$ cat src/rtl/cbl_pkg.sv
package cbl_pkg;
  typedef enum logic [1:0] {
    LD_IDLE  = 2'd0,
    LD_WAIT  = 2'd1,
    LD_RUN   = 2'd2,
    LD_FLUSH = 2'd3
  } ld_state_e;

  // Cycles that the busy flag of one complete load stays high.
  function automatic int unsigned load_span(int unsigned dly, int unsigned nreg,
                                            int unsigned tdiv);
    return dly + nreg * tdiv + 1;
  endfunction

  // Nonvolatile address holding the image byte of register index idx.
  function automatic int unsigned image_addr(int unsigned base, int unsigned idx);
    return base + idx;
  endfunction
endpackage

$ cat src/rtl/cbl_timebase.sv
module cbl_timebase #(
  parameter int TICK_DIV = 4
) (
  input  logic clk,
  input  logic rst_n,
  input  logic run,
  output logic tick
);
  localparam int TW = (TICK_DIV > 1) ? $clog2(TICK_DIV) : 1;

  logic [TW-1:0] div_cnt;

  assign tick = run && (div_cnt == TW'(TICK_DIV - 1));

  always_ff @(posedge clk or negedge rst_n) begin
    if (!rst_n)             div_cnt <= '0;
    else if (!run || tick)  div_cnt <= '0;
    else                    div_cnt <= div_cnt + 1'b1;
  end
endmodule

$ cat src/rtl/cbl_load_seq.sv
module cbl_load_seq import cbl_pkg::*; #(
  parameter int NREG      = 70,
  parameter int AW        = 7,
  parameter int DELAY_CYC = 20
) (
  input  logic          clk,
  input  logic          rst_n,
  input  logic          power_ok,
  input  logic          start,
  input  logic          tick,
  output logic          run,
  output logic          busy,
  output logic          rd_stb,
  output logic [AW-1:0] rd_idx,
  output logic          wr_stb,
  output logic [AW-1:0] wr_idx
);
  localparam int DLW = $clog2(DELAY_CYC + 1);

  ld_state_e     state;
  logic [DLW-1:0] dly_cnt;
  logic [AW-1:0] idx;
  logic          pend;
  logic [AW-1:0] pend_idx;

  assign run    = (state == LD_RUN);
  assign busy   = (state != LD_IDLE);
  assign rd_stb = run && tick;
  assign rd_idx = idx;
  assign wr_stb = pend;
  assign wr_idx = pend_idx;

  always_ff @(posedge clk or negedge rst_n) begin
    if (!rst_n) begin
      state    <= LD_IDLE;
      dly_cnt  <= '0;
      idx      <= '0;
      pend     <= 1'b0;
      pend_idx <= '0;
    end else if (!power_ok) begin
      state <= LD_IDLE;
      pend  <= 1'b0;
    end else begin
      pend     <= rd_stb;
      pend_idx <= idx;
      unique case (state)
        LD_IDLE: if (start) begin
          state   <= LD_WAIT;
          dly_cnt <= '0;
          idx     <= '0;
        end
        LD_WAIT: begin
          if (dly_cnt == DLW'(DELAY_CYC - 1)) state <= LD_RUN;
          else                                dly_cnt <= dly_cnt + 1'b1;
        end
        LD_RUN: if (tick) begin
          idx <= idx + 1'b1;
          if (idx == AW'(NREG - 1)) state <= LD_FLUSH;
        end
        LD_FLUSH: state <= LD_IDLE;
        default:  state <= LD_IDLE;
      endcase
    end
  end
endmodule

$ cat src/rtl/cbl_prog_timer.sv
module cbl_prog_timer #(
  parameter int PROG_CYC = 300
) (
  input  logic clk,
  input  logic rst_n,
  input  logic power_ok,
  input  logic start,
  output logic busy
);
  localparam int PW = $clog2(PROG_CYC + 1);

  logic [PW-1:0] remain;

  assign busy = (remain != '0);

  always_ff @(posedge clk or negedge rst_n) begin
    if (!rst_n)        remain <= '0;
    else if (!power_ok) remain <= '0;
    else if (start)    remain <= PW'(PROG_CYC);
    else if (busy)     remain <= remain - 1'b1;
  end
endmodule

$ cat src/rtl/cfg_boot_loader.sv
module cfg_boot_loader import cbl_pkg::*; #(
  parameter int          NREG           = 70,
  parameter int          AW             = 7,
  parameter int          DW             = 8,
  parameter int          NV_AW          = 16,
  parameter int unsigned NV_BASE        = 32'h8000,
  parameter int          DELAY_CYC      = 20,
  parameter int          TICK_DIV       = 4,
  parameter int          PROG_CYC       = 300,
  parameter int          LOAD_LIMIT_CYC = 350
) (
  input  logic             clk,
  input  logic             rst_n,
  input  logic             uvlo_ok,
  input  logic             reboot_req,
  input  logic             host_req,
  input  logic             host_nv,
  input  logic [AW-1:0]    host_addr,
  input  logic [DW-1:0]    host_wdata,
  output logic             host_ack,
  output logic             host_nack,
  output logic [NV_AW-1:0] nv_addr,
  output logic             nv_rd,
  input  logic [DW-1:0]    nv_rdata,
  output logic             nv_wr,
  output logic [DW-1:0]    nv_wdata,
  output logic             reg_we,
  output logic [AW-1:0]    reg_waddr,
  output logic [DW-1:0]    reg_wdata,
  output logic             load_busy,
  output logic             prog_busy
);
  localparam logic [AW:0] NREG_W = (AW+1)'(NREG);

  // Named internal events, also observed by the bound checker.
  logic          uvlo_q;
  logic          power_rise;
  logic          reboot_take;
  logic          load_start;
  logic          ld_run;
  logic          ld_tick;
  logic          ld_rd;
  logic [AW-1:0] ld_rd_idx;
  logic          ld_wr;
  logic [AW-1:0] ld_wr_idx;
  logic          host_legal;
  logic          host_open;
  logic          host_accept;
  logic          prog_start;
  logic          reg_direct;
  logic [AW-1:0] pg_idx;

  assign power_rise  = uvlo_ok && !uvlo_q;
  assign reboot_take = reboot_req && uvlo_ok && !load_busy && !prog_busy;
  assign load_start  = power_rise || reboot_take;

  assign host_legal  = ({1'b0, host_addr} < NREG_W);
  assign host_open   = uvlo_ok && !load_busy && !prog_busy && !load_start;
  assign host_accept = host_req && host_open && host_legal;
  assign prog_start  = host_accept && host_nv;
  assign reg_direct  = host_accept && !host_nv;

  cbl_timebase #(.TICK_DIV(TICK_DIV)) u_tb (
    .clk(clk), .rst_n(rst_n), .run(ld_run), .tick(ld_tick)
  );

  cbl_load_seq #(.NREG(NREG), .AW(AW), .DELAY_CYC(DELAY_CYC)) u_seq (
    .clk(clk), .rst_n(rst_n), .power_ok(uvlo_ok), .start(load_start),
    .tick(ld_tick), .run(ld_run), .busy(load_busy), .rd_stb(ld_rd),
    .rd_idx(ld_rd_idx), .wr_stb(ld_wr), .wr_idx(ld_wr_idx)
  );

  cbl_prog_timer #(.PROG_CYC(PROG_CYC)) u_pgm (
    .clk(clk), .rst_n(rst_n), .power_ok(uvlo_ok), .start(prog_start),
    .busy(prog_busy)
  );

  assign nv_rd   = ld_rd;
  assign nv_addr = NV_AW'(image_addr(NV_BASE, nv_wr ? 32'(pg_idx) : 32'(ld_rd_idx)));

  always_ff @(posedge clk or negedge rst_n) begin
    if (!rst_n) begin
      uvlo_q    <= 1'b0;
      host_ack  <= 1'b0;
      host_nack <= 1'b0;
      reg_we    <= 1'b0;
      reg_waddr <= '0;
      reg_wdata <= '0;
      nv_wr     <= 1'b0;
      nv_wdata  <= '0;
      pg_idx    <= '0;
    end else begin
      uvlo_q    <= uvlo_ok;
      host_ack  <= host_accept;
      host_nack <= host_req && !host_accept;
      reg_we    <= ld_wr || reg_direct;
      if (ld_wr) begin
        reg_waddr <= ld_wr_idx;
        reg_wdata <= nv_rdata;
      end else if (reg_direct) begin
        reg_waddr <= host_addr;
        reg_wdata <= host_wdata;
      end
      nv_wr <= prog_start;
      if (prog_start) begin
        pg_idx   <= host_addr;
        nv_wdata <= host_wdata;
      end
    end
  end
endmodule

$ cat config.mk
export PLATFORM = sky130hd
export DESIGN_NAME = cfg_boot_loader
export DESIGN_NICKNAME = d
export VERILOG_FILES = /design/src/rtl/cbl_pkg.sv /design/src/rtl/cbl_timebase.sv /design/src/rtl/cbl_load_seq.sv /design/src/rtl/cbl_prog_timer.sv /design/src/rtl/cfg_boot_loader.sv
export SDC_FILE = /design/constraint.sdc
export NUM_CORES = 1
export LEC_CHECK = 0
export ABC_AREA = 1
export BUFFER_PORTS_ARGS = -buffer_cell sky130_fd_sc_hd__buf_2
export CORE_ASPECT_RATIO = 0.75
export CORE_MARGIN = 4
export CORE_UTILIZATION = 56
export CTS_BUF_LIST = sky130_fd_sc_hd__clkbuf_4 sky130_fd_sc_hd__clkbuf_8
export DETAILED_ROUTE_END_ITERATION = 8
export HOLD_SLACK_MARGIN = 0.05
export PLACE_DENSITY = 0.82
export SYNTH_ARGS = -nofsm -noshare
export SYNTH_HDL_FRONTEND = slang
export SYNTH_SLANG_ARGS = --single-unit
$ cat constraint.sdc
create_clock -name clk -period 2.4 [get_ports clk]
set_input_delay 0.12 -clock clk [delete_from_list [all_inputs] [get_ports clk]]
set_output_delay 0.12 -clock clk [all_outputs]
set_load 0.02 [all_outputs]
==> results of run 1 <==
-- cell usage in the layout, fill, tap and decap left out, types with 4 or more instances in the layout --
master	n
a21oi_1	5
buf_2	65
bufinv_16	4
clkbuf_8	9
conb_1	9
dfrtp_1	68
dlygate4sd3_1	14
ha_1	8
inv_1	46
nand2_1	139
nand3_1	26
nand4_1	7
nor2_1	26
nor3_1	6
o21ai_0	37
o21ai_1	11
xor2_1	5
-- per-layer routing --
metal  GRT usage, %  vias to the layer above  wire length, um
met2           34.2                      106             3790
li1               -                     1521                -
met4           7.64                        0              164
met5              0                        -                0
met3           6.68                       17              533
met1           29.5                     1457             3530
-- flip-flops by register name (all words and copies together), names as in the netlist, 5 cells and up --
| register | cells |
|---|---|
| u_pgm.remain | 9 |
| reg_waddr | 7 |
| nv_wdata | 8 |
| reg_wdata | 8 |
| pg_idx | 7 |
| u_seq.rd_idx | 7 |
| u_seq.dly_cnt | 5 |
| u_seq.wr_idx | 7 |
-- stage by stage --
step	utilization, %	hold slack (ns)
3_5_place_dp	64.5	0.192
4_1_cts	71.4	0.0625
5_1_grt	71.4	0.0965
6_report	71.4	0.0697
2_1_floorplan	-	-0.176
3_3_place_gp	64.5	0.196
-- worst reg2reg max path: stages (launching register included) --
cell,delay (ns)
dfrtp_1,0.38
inv_1,0.12
ha_1,0.26
nand2_4,0.10
nor2_4,0.13
nand4_1,0.08
nor2_1,0.12
nand3_2,0.38
buf_12,0.31
nand2_1,0.08
o21ai_1,0.09
-- synth_stat cells (all sizes together) --
library cell  instances  area [um^2]
a21oi                 5         25.0
a31oi                 1         6.26
and3                  2         12.5
buf                  17          135
clkbuf                6         23.8
clkinv                1         3.75
conb                  2         7.51
dfrtp                68         1700
ha                    8          100
inv                  49          184
nand2               144          568
nand3                27          140
nand4                 8         56.3
nor2                 29          131
nor3                  7         46.3
nor3b                 2         15.0
nor4                  2         12.5
o21ai                48          240
or2                   3         18.8
xnor2                 3         26.3
xor2                  5         43.8
-- final cells by class --
| cell class | count | area [um^2] | share of cell area (%) |
|---|---|---|---|
| clock buffers | 9 | 124 | 2.92 |
| clock inverters | 7 | 146 | 3.45 |
| inverters | 50 | 188 | 4.42 |
| multi-input cells | 303 | 1480 | 34.8 |
| flip-flops and latches | 68 | 1700 | 40.1 |
| well taps | 78 | 97.6 | 2.30 |
| repair buffers | 82 | 513 | 12.1 |
-- power by group --
group	internal (mW)	leakage [nW]	switching (mW)
combinational	0.576	1.25	1.03
clock	0.804	0.134	0.463
sequential	1.46	0.896	0.225
-- cell families (layout without fill, tap and decap cells) --
logic type	after synthesis	count (layout)	synth area share, %
simple gates	224	224	28.6
compound gates	54	54	7.76
xor+xnor	8	8	2.00
buf+inv	73	148	9.91
fa+ha+maj	8	8	2.86
flops	68	68	48.6
other cells	2	9	0.215
-- path summary, 6_finish.rpt --
path	slack (ns)	end	start
hold / removal	0.07	pg_idx[4]$_DFFE_PN0P_	host_addr[4]
setup / recovery	0.25	nv_wdata[2]$_DFFE_PN0P_	u_pgm.remain[0]$_DFFE_PN0P_
max in group asynchronous	1.43	u_pgm.remain[2]$_DFFE_PN0P_	rst_n
hold reg to reg	0.44	u_tb.div_cnt[0]$_DFF_PN0_	u_tb.div_cnt[0]$_DFF_PN0_
setup reg to reg	0.25	nv_wdata[2]$_DFFE_PN0P_	u_pgm.remain[0]$_DFFE_PN0P_
min in group asynchronous	0.33	u_seq.wr_idx[3]$_DFFE_PN0P_	rst_n
==> reports/qor.yml, run 1 <==
status:
  status: "completed"
clock_tree:
  cts_tree: "built"
  ctsHoldBuffers: 14
  clock-root-buffer: "clkbuf_8"
  cts_made_buffers: 9
  h-tree-depth: 3
  cts.clk_slew.worst_paths_ns: 0.08
  clock_path_buffers: 2
  cts-resized-gates: 0
  cts_setup_buffers: 0
  cts_sinks: 68
  clock_latency_ns: 0.36
grt:
  grt_antenna_before_repair: 0
  overflow: 0
  grt_pass1_wl_um: 13400
  grt_max_degree: 40
  grt_pass1_vias: 2944
  grt_usage_pct: 22.1
layout:
  fillers: 475
  area_growth_pct: 21.4
  final_layout_size_suffix_gt1_share_pct: 19.3
  finalInstanceArea_um2: 4250
  diodes: 0
  final_cells: 597
  nets: 551
critical_path:
  worst_path_largest_cell_delay_ns: 0.38
  startpoint_type: "register"
  critPathTopFamily: "simple AND/OR/NAND/NOR gates"
  path_buf_inv: 2
  crit_cells: 10
  critPathCaptureType: "register"
  worstPathRequired_ns: 2.64
  critical_path.max_fanout: 23
  crit_slowest_cell: "dfrtp_1"
  path_cells: "inv_1, ha_1, nand2_4, nor2_4, nand4_1, nor2_1, nand3_2, buf_12, nand2_1, o21ai_1"
  ff2ff_path_depth: 10
  cp_data_arrival_time_ns: 2.39
  worstSetupPathType: "reg2reg"
synthesis:
  syn-cell-area_um2: 3500
  synth-seq-cells: 68
  syn_inst: 437
  post_synth.cell_area_avg_um2: 8.01
  synth_cell_types: 35
  yosys_warnings: 0
  synth_seq_area_share_pct: 48.6
route:
  drt_first_pass_iters: 4
  post_drt_wl_per_cell_um: 13.4
  via_count: 3101
  drtAntennaViolNets: 0
  drtIter0Drc: 160
  post-route-drc-count: 0
  viasPerCell: 5.19
  drt_wl_total_um: 8020
placement:
  place_ws_ns: 0.322
  gp_congestion: 0.836
  dpl.hpwl_um: 5660
  dpl.cell_count: 567
  placed_area_um2: 3840
  io_buffers: 65
floorplanning:
  pin_count: 75
  core_area_um2: 5950
  core.rowCount: 24
  dieWidth_um: 99.3
  start_util_pct: 58.8
  die_h_um: 76.5
  die_area_um2: 7590
pwr:
  power_mw: 4.55
  leakagePower_nw: 2.28
  pwr_density_cell_nw_per_um2: 1070
  peakVddDrop_mv: 0.872
timing:
  finClkSkew_ns: 0.0106
  fmax_ghz: 0.465
  max_slew_margin_pct: 55.5
  fin_tns_setup_ns: 0
  period_minus_slack_ns: 2.15
  finalSetupViolations: 0
  hold_viol: 0
  setup_ws_ns: 0.248
  rsz0062_at_grt: "false"
  slew_viol_final: 0
  tightest_slew_ns: 0.667
  post-route-period-util_pct: 89.7
run:
  max_cap_viol_count: 0
worst_hold_path:
  min_path_cells: 3
  hold_class: "in2reg"
Note: power is estimated with default switching activity, not from simulation.
==> run 2, diff against run 1 <==
Settings changed: CAP_MARGIN set to 20, CTS_BUF_LIST sky130_fd_sc_hd__clkbuf_4 sky130_fd_sc_hd__clkbuf_8 to sky130_fd_sc_hd__clkbuf_4, HOLD_SLACK_MARGIN 0.05 to 0.12.
==> reports/qor.yml, run 2 (synthesis gave the netlist of run 1 again) <==
status:
  status: "completed"
timing:
  slew_viol_final: 0
  finalSetupViolations: 0
  post-route-period-util_pct: 88.8
  tightest_slew_ns: 0.686
  finClkSkew_ns: 0.0170
  setup_ws_ns: 0.270
  max_slew_margin_pct: 54.3
  fmax_ghz: 0.469
  hold_viol: 0
  period_minus_slack_ns: 2.13
  rsz0062_at_grt: "false"
  hold_ws_ns: 0.272
  fin_tns_setup_ns: 0
floorplanning:
  die_h_um: 76.5
  dieWidth_um: 99.3
  core.rowCount: 24
  start_util_pct: 58.8
  pin_count: 75
  core_area_um2: 5950
  die_area_um2: 7590
route:
  drtIter0Drc: 187
  drt_wl_total_um: 8130
  drt_first_pass_iters: 4
  via_count: 3130
  viasPerCell: 5.13
  post-route-drc-count: 0
  drtAntennaViolNets: 0
  post_drt_wl_per_cell_um: 13.3
layout:
  fin_util_pct: 72.7
  final_layout_size_suffix_gt1_share_pct: 18.8
  final_common_cell: "nand2_1"
  final_cell_mix: "nand2_1 (139), dfrtp_1 (68), buf_2 (65), inv_1 (46), o21ai_0 (37)"
  largest_reg_flops: 9
  nets: 564
  top_register: "u_pgm.remain"
  top_regs: "u_pgm.remain (9), nv_wdata (8), reg_wdata (8)"
  diodes: 0
  area_growth_pct: 23.5
pwr:
  peakVddDrop_mv: 0.866
  leakagePower_nw: 2.31
  pwr_density_cell_nw_per_um2: 1010
clock_tree:
  cts.clk_slew.worst_paths_ns: 0.13
  clock_latency_ns: 0.41
  cts_tree: "built"
  h-tree-depth: 3
  cts_sinks: 68
  clock-root-buffer: "clkbuf_4"
  clock_path_buffers: 2
  cts_made_buffers: 9
grt:
  overflow: 0
  grt_usage_pct: 22.0
  grt_max_degree: 40
  grt_pass1_vias: 2977
  grt_pass1_wl_um: 13600
  grt_antenna_before_repair: 0
critical_path:
  critical_path.max_fanout: 23
  startpoint_type: "register"
  r2r_start: "u_pgm.remain[0]$_DFFE_PN0P_"
  worstSetupPathType: "reg2reg"
  ff2ff_path_depth: 10
  ff2ff_setup_slack_ns: 0.27
  worstPathRequired_ns: 2.69
  cp_data_arrival_time_ns: 2.42
  critPathCaptureType: "register"
  rr_endpoint: "nv_wdata[5]$_DFFE_PN0P_"
placement:
  io_buffers: 65
  gp_congestion: 0.836
  place_ws_ns: 0.322
  dpl.hpwl_um: 5660
run:
  max_cap_viol_count: 0
worst_hold_path:
  hold_class: "in2async"
[run 2: worst max-delay path: stages, from the launching register on]
cell and delay, ns:
dfrtp_1 0.39, inv_1 0.11, ha_1 0.26, nand2_4 0.10
nor2_4 0.13, nand4_1 0.08, nor2_1 0.11, nand3_2 0.38
buf_12 0.31, nand2_1 0.06, o21ai_1 0.07
[run 2: metrics by stage]
step	cell area, um^2	std cells	power (mW)
6_report	4320	610	4.38
3_3_place_gp	3840	567	3.22
2_1_floorplan	3520	444	2.82
4_1_cts	4320	610	4.39
5_1_grt	4320	610	4.67
3_5_place_dp	3840	567	3.28
[run 2: worst max path at each step]
stage	end	start	slack [ns]
global placement	nv_wdata[0]$_DFFE_PN0P_	u_pgm.remain[0]$_DFFE_PN0P_	0.40
CTS	nv_wdata[5]$_DFFE_PN0P_	u_pgm.remain[0]$_DFFE_PN0P_	0.28
floorplan	reg_waddr[0]$_DFFE_PN0P_	u_pgm.remain[0]$_DFFE_PN0P_	0.71
global route	nv_wdata[5]$_DFFE_PN0P_	u_pgm.remain[0]$_DFFE_PN0P_	0.06
detailed placement	nv_wdata[5]$_DFFE_PN0P_	u_pgm.remain[0]$_DFFE_PN0P_	0.32
finish	nv_wdata[5]$_DFFE_PN0P_	u_pgm.remain[0]$_DFFE_PN0P_	0.27
[run 2: routing by layer]
metal	vias to the layer above	share of wire, %	track usage [%]
li1	1549	-	-
met1	1475	45	30.0
met2	88	47	35.1
met3	18	5.7	4.39
met4	0	1.6	7.09
met5	-	0	0
[run 2: area by class of cell]
| type | count | area, um^2 |
|---|---|---|
| inverter | 50 | 188 |
| sequential | 68 | 1700 |
| multi-input combinational | 303 | 1480 |
| tap | 78 | 97.6 |
| timing repair buffer | 95 | 643 |
| clock inverter | 7 | 146 |
| clock buffer | 9 | 67.6 |
| fill | 469 | 1630 |
[run 2: what timing repair did]
item                                   CTS  global route
hold buffers                            27             0
endpoints found under the hold margin   71             0
resized for setup                        0             0
buffers inserted                         0             0
[run 2: report_power, final]
| part | total (mW) | internal [mW] | switching, mW |
|---|---|---|---|
| registers | 1.68 | 1.45 | 0.226 |
| clock network | 1.08 | 0.641 | 0.435 |
| logic | 1.62 | 0.590 | 1.03 |
==> run 3, diff against run 2 <==
--- a/config.mk
+++ b/config.mk
@@ -10,5 +10,7 @@
 export CAP_MARGIN = 20
+export CELL_PAD_IN_SITES_DETAIL_PLACEMENT = 2
+export CELL_PAD_IN_SITES_GLOBAL_PLACEMENT = 2
 export CORE_ASPECT_RATIO = 0.75
 export CORE_MARGIN = 4
-export CORE_UTILIZATION = 56
+export CORE_UTILIZATION = 32
 export CTS_BUF_LIST = sky130_fd_sc_hd__clkbuf_4
@@ -16,3 +18,3 @@
 export HOLD_SLACK_MARGIN = 0.12
-export PLACE_DENSITY = 0.82
+export PLACE_DENSITY = 0.81
 export SYNTH_ARGS = -nofsm -noshare
==> constraint.sdc (replaced) <==
create_clock -name clk -period 2.4 [get_ports clk]
set_input_delay 0.72 -clock clk [delete_from_list [all_inputs] [get_ports clk]]
set_output_delay 0.72 -clock clk [all_outputs]
set_load 0.02 [all_outputs]
==> reports/qor.yml, run 3 (synthesis gave the netlist of run 1 again) <==
grt:
  grt_max_degree: 49
  grt_antenna_before_repair: 0
  overflow: 0
  grt_pass1_wl_um: 17400
  grt_usage_pct: 17.3
  grt_pass1_vias: 3463
placement:
  dpl.cell_count: 628
  gp_congestion: 0.787
  dpl.hpwl_um: 7850
  io_buffers: 65
route:
  drtIter0Drc: 114
  post_drt_wl_per_cell_um: 16.4
  viasPerCell: 4.87
  post-route-drc-count: 0
  drtAntennaViolNets: 0
  drt_first_pass_iters: 4
  drt_wl_total_um: 10700
  via_count: 3183
pwr:
  peakVddDrop_mv: 0.526
  power_mw: 4.42
  leakagePower_nw: 2.21
  pwr_density_cell_nw_per_um2: 1060
timing:
  tightest_slew_ns: 0.641
  fin_tns_setup_ns: 0
  slew_viol_final: 0
  hold_viol: 0
  finClkSkew_ns: 0.0152
  fmax_ghz: 0.427
  period_minus_slack_ns: 2.34
  max_slew_margin_pct: 57.3
  post-route-period-util_pct: 97.6
  rsz0062_at_grt: "true"
  finalSetupViolations: 0
clock_tree:
  clock_path_buffers: 2
  cts.clk_slew.worst_paths_ns: 0.13
  cts_sinks: 68
  clock_latency_ns: 0.47
  h-tree-depth: 3
  clock-root-buffer: "clkbuf_4"
  ctsHoldBuffers: 0
  cts_made_buffers: 9
  cts_tree: "built"
critical_path:
  cp_data_arrival_time_ns: 1.62
  critPathMostFrequentCell: "inv_2"
  startpoint_type: "register"
  path_cells: "inv_2, ha_4, nand2_8, nor3_4, inv_2, buf_6"
  worst_path_largest_cell_delay_ns: 0.41
  crit_cells: 6
  endpoint: "prog_busy"
  critical_path.max_fanout: 4
  critPathTopFamily: "flip-flops"
  rr_endpoint: "pg_idx[1]$_DFFE_PN0P_"
  critPathCaptureType: "output pin"
  ff2ff_path_depth: 12
  startpoint: "u_pgm.remain[0]$_DFFE_PN0P_"
  path_buf_inv: 3
  worstPathRequired_ns: 1.68
  worstSetupPathType: "reg2out"
  r2r_start: "u_pgm.remain[0]$_DFFE_PN0P_"
  crit_slowest_cell: "dfrtp_1"
  ff2ff_setup_slack_ns: 0.35
floorplanning:
  dieWidth_um: 129
  die_h_um: 98.6
  die_area_um2: 12700
  core.rowCount: 32
  start_util_pct: 33.3
  pin_count: 75
  core_area_um2: 10500
layout:
  top_regs: "u_pgm.remain (9), nv_wdata (8), reg_wdata (8)"
  top_register: "u_pgm.remain"
  nets: 550
  final_common_cell: "nand2_1"
  final_cell_mix: "nand2_1 (139), dfrtp_1 (67), buf_2 (64), inv_1 (43), o21ai_0 (37)"
  multi_input_area_um2: 1500
  final_layout_size_suffix_gt1_share_pct: 23.0
  fillers: 1241
  area_growth_pct: 18.8
  final_cells: 654
  register_area_um2: 1700
  diodes: 0
  largest_reg_flops: 9
status:
  status: "completed"
worst_hold_path:
  hold_class: "in2async"
run:
  max_cap_viol_count: 0
## run 3: area by class of cell
| cell class | instances | share of cell area, % |
|---|---|---|
| clock buffer | 9 | 1.63 |
| clock inverter | 7 | 1.84 |
| inverter | 50 | 4.52 |
| multi-input combinational | 303 | 36.1 |
| sequential | 68 | 41.0 |
| tap | 136 | 4.09 |
| timing repair buffer | 81 | 10.9 |
## run 3: how the worst min path moves through the flow
stage                     cells after the start                      start                     endpoint
after CTS                                     2                      rst_n  u_seq.rd_idx[5]$_DFFE_PN0P_
after detailed placement                      1  u_tb.div_cnt[0]$_DFF_PN0_    u_tb.div_cnt[0]$_DFF_PN0_
after global placement                        1  u_tb.div_cnt[0]$_DFF_PN0_    u_tb.div_cnt[0]$_DFF_PN0_
after global routing                          2                      rst_n    u_tb.div_cnt[0]$_DFF_PN0_
after floorplan                               1  u_tb.div_cnt[0]$_DFF_PN0_    u_tb.div_cnt[0]$_DFF_PN0_
final                                         2                      rst_n  u_seq.rd_idx[5]$_DFFE_PN0P_
## run 3: worst reg2reg max path: cells and delay by family (launching register included)
kind	cells	cell delay [ns]
flops	1	0.41
compound gates	1	0.09
simple gates	6	0.64
fa+ha+maj	1	0.18
buf+inv	4	0.66
## run 3: timing repair
item,4_1_cts,5_1_grt
gates resized for setup,6,4
hold endpoints to repair,0,0
gates cloned,0,0
setup buffers,1,9
endpoints found under the setup margin,1,4
pin swaps,1,2
## run 3: power by group
group          total, mW  leakage, nW  internal, mW  switching, mW
Sequential          1.70        0.894          1.45          0.243
Combinational       1.91         1.24         0.734           1.18
Clock              0.804       0.0725         0.321          0.483
Total               4.42         2.21          2.51           1.91
## run 3: routing by layer
layer,up-vias,wire (um),track usage (%)
li1,1516,-,-
met1,1597,4780,22.1
met2,56,5310,29.1
met3,14,437,4.28
met4,0,173,5.25
met5,-,0,0
## run 3: through the flow
stage,worst slack [ns],util [%],area (um^2),hold WS [ns]
floorplan,0.485,-,3520,0.407
global placement,0.274,37.2,3910,0.419
detailed placement,0.127,37.2,3910,0.428
CTS,0.00394,38.8,4070,0.206
global route,-0.0437,39.6,4160,0.233
finish,0.0566,39.6,4160,0.218
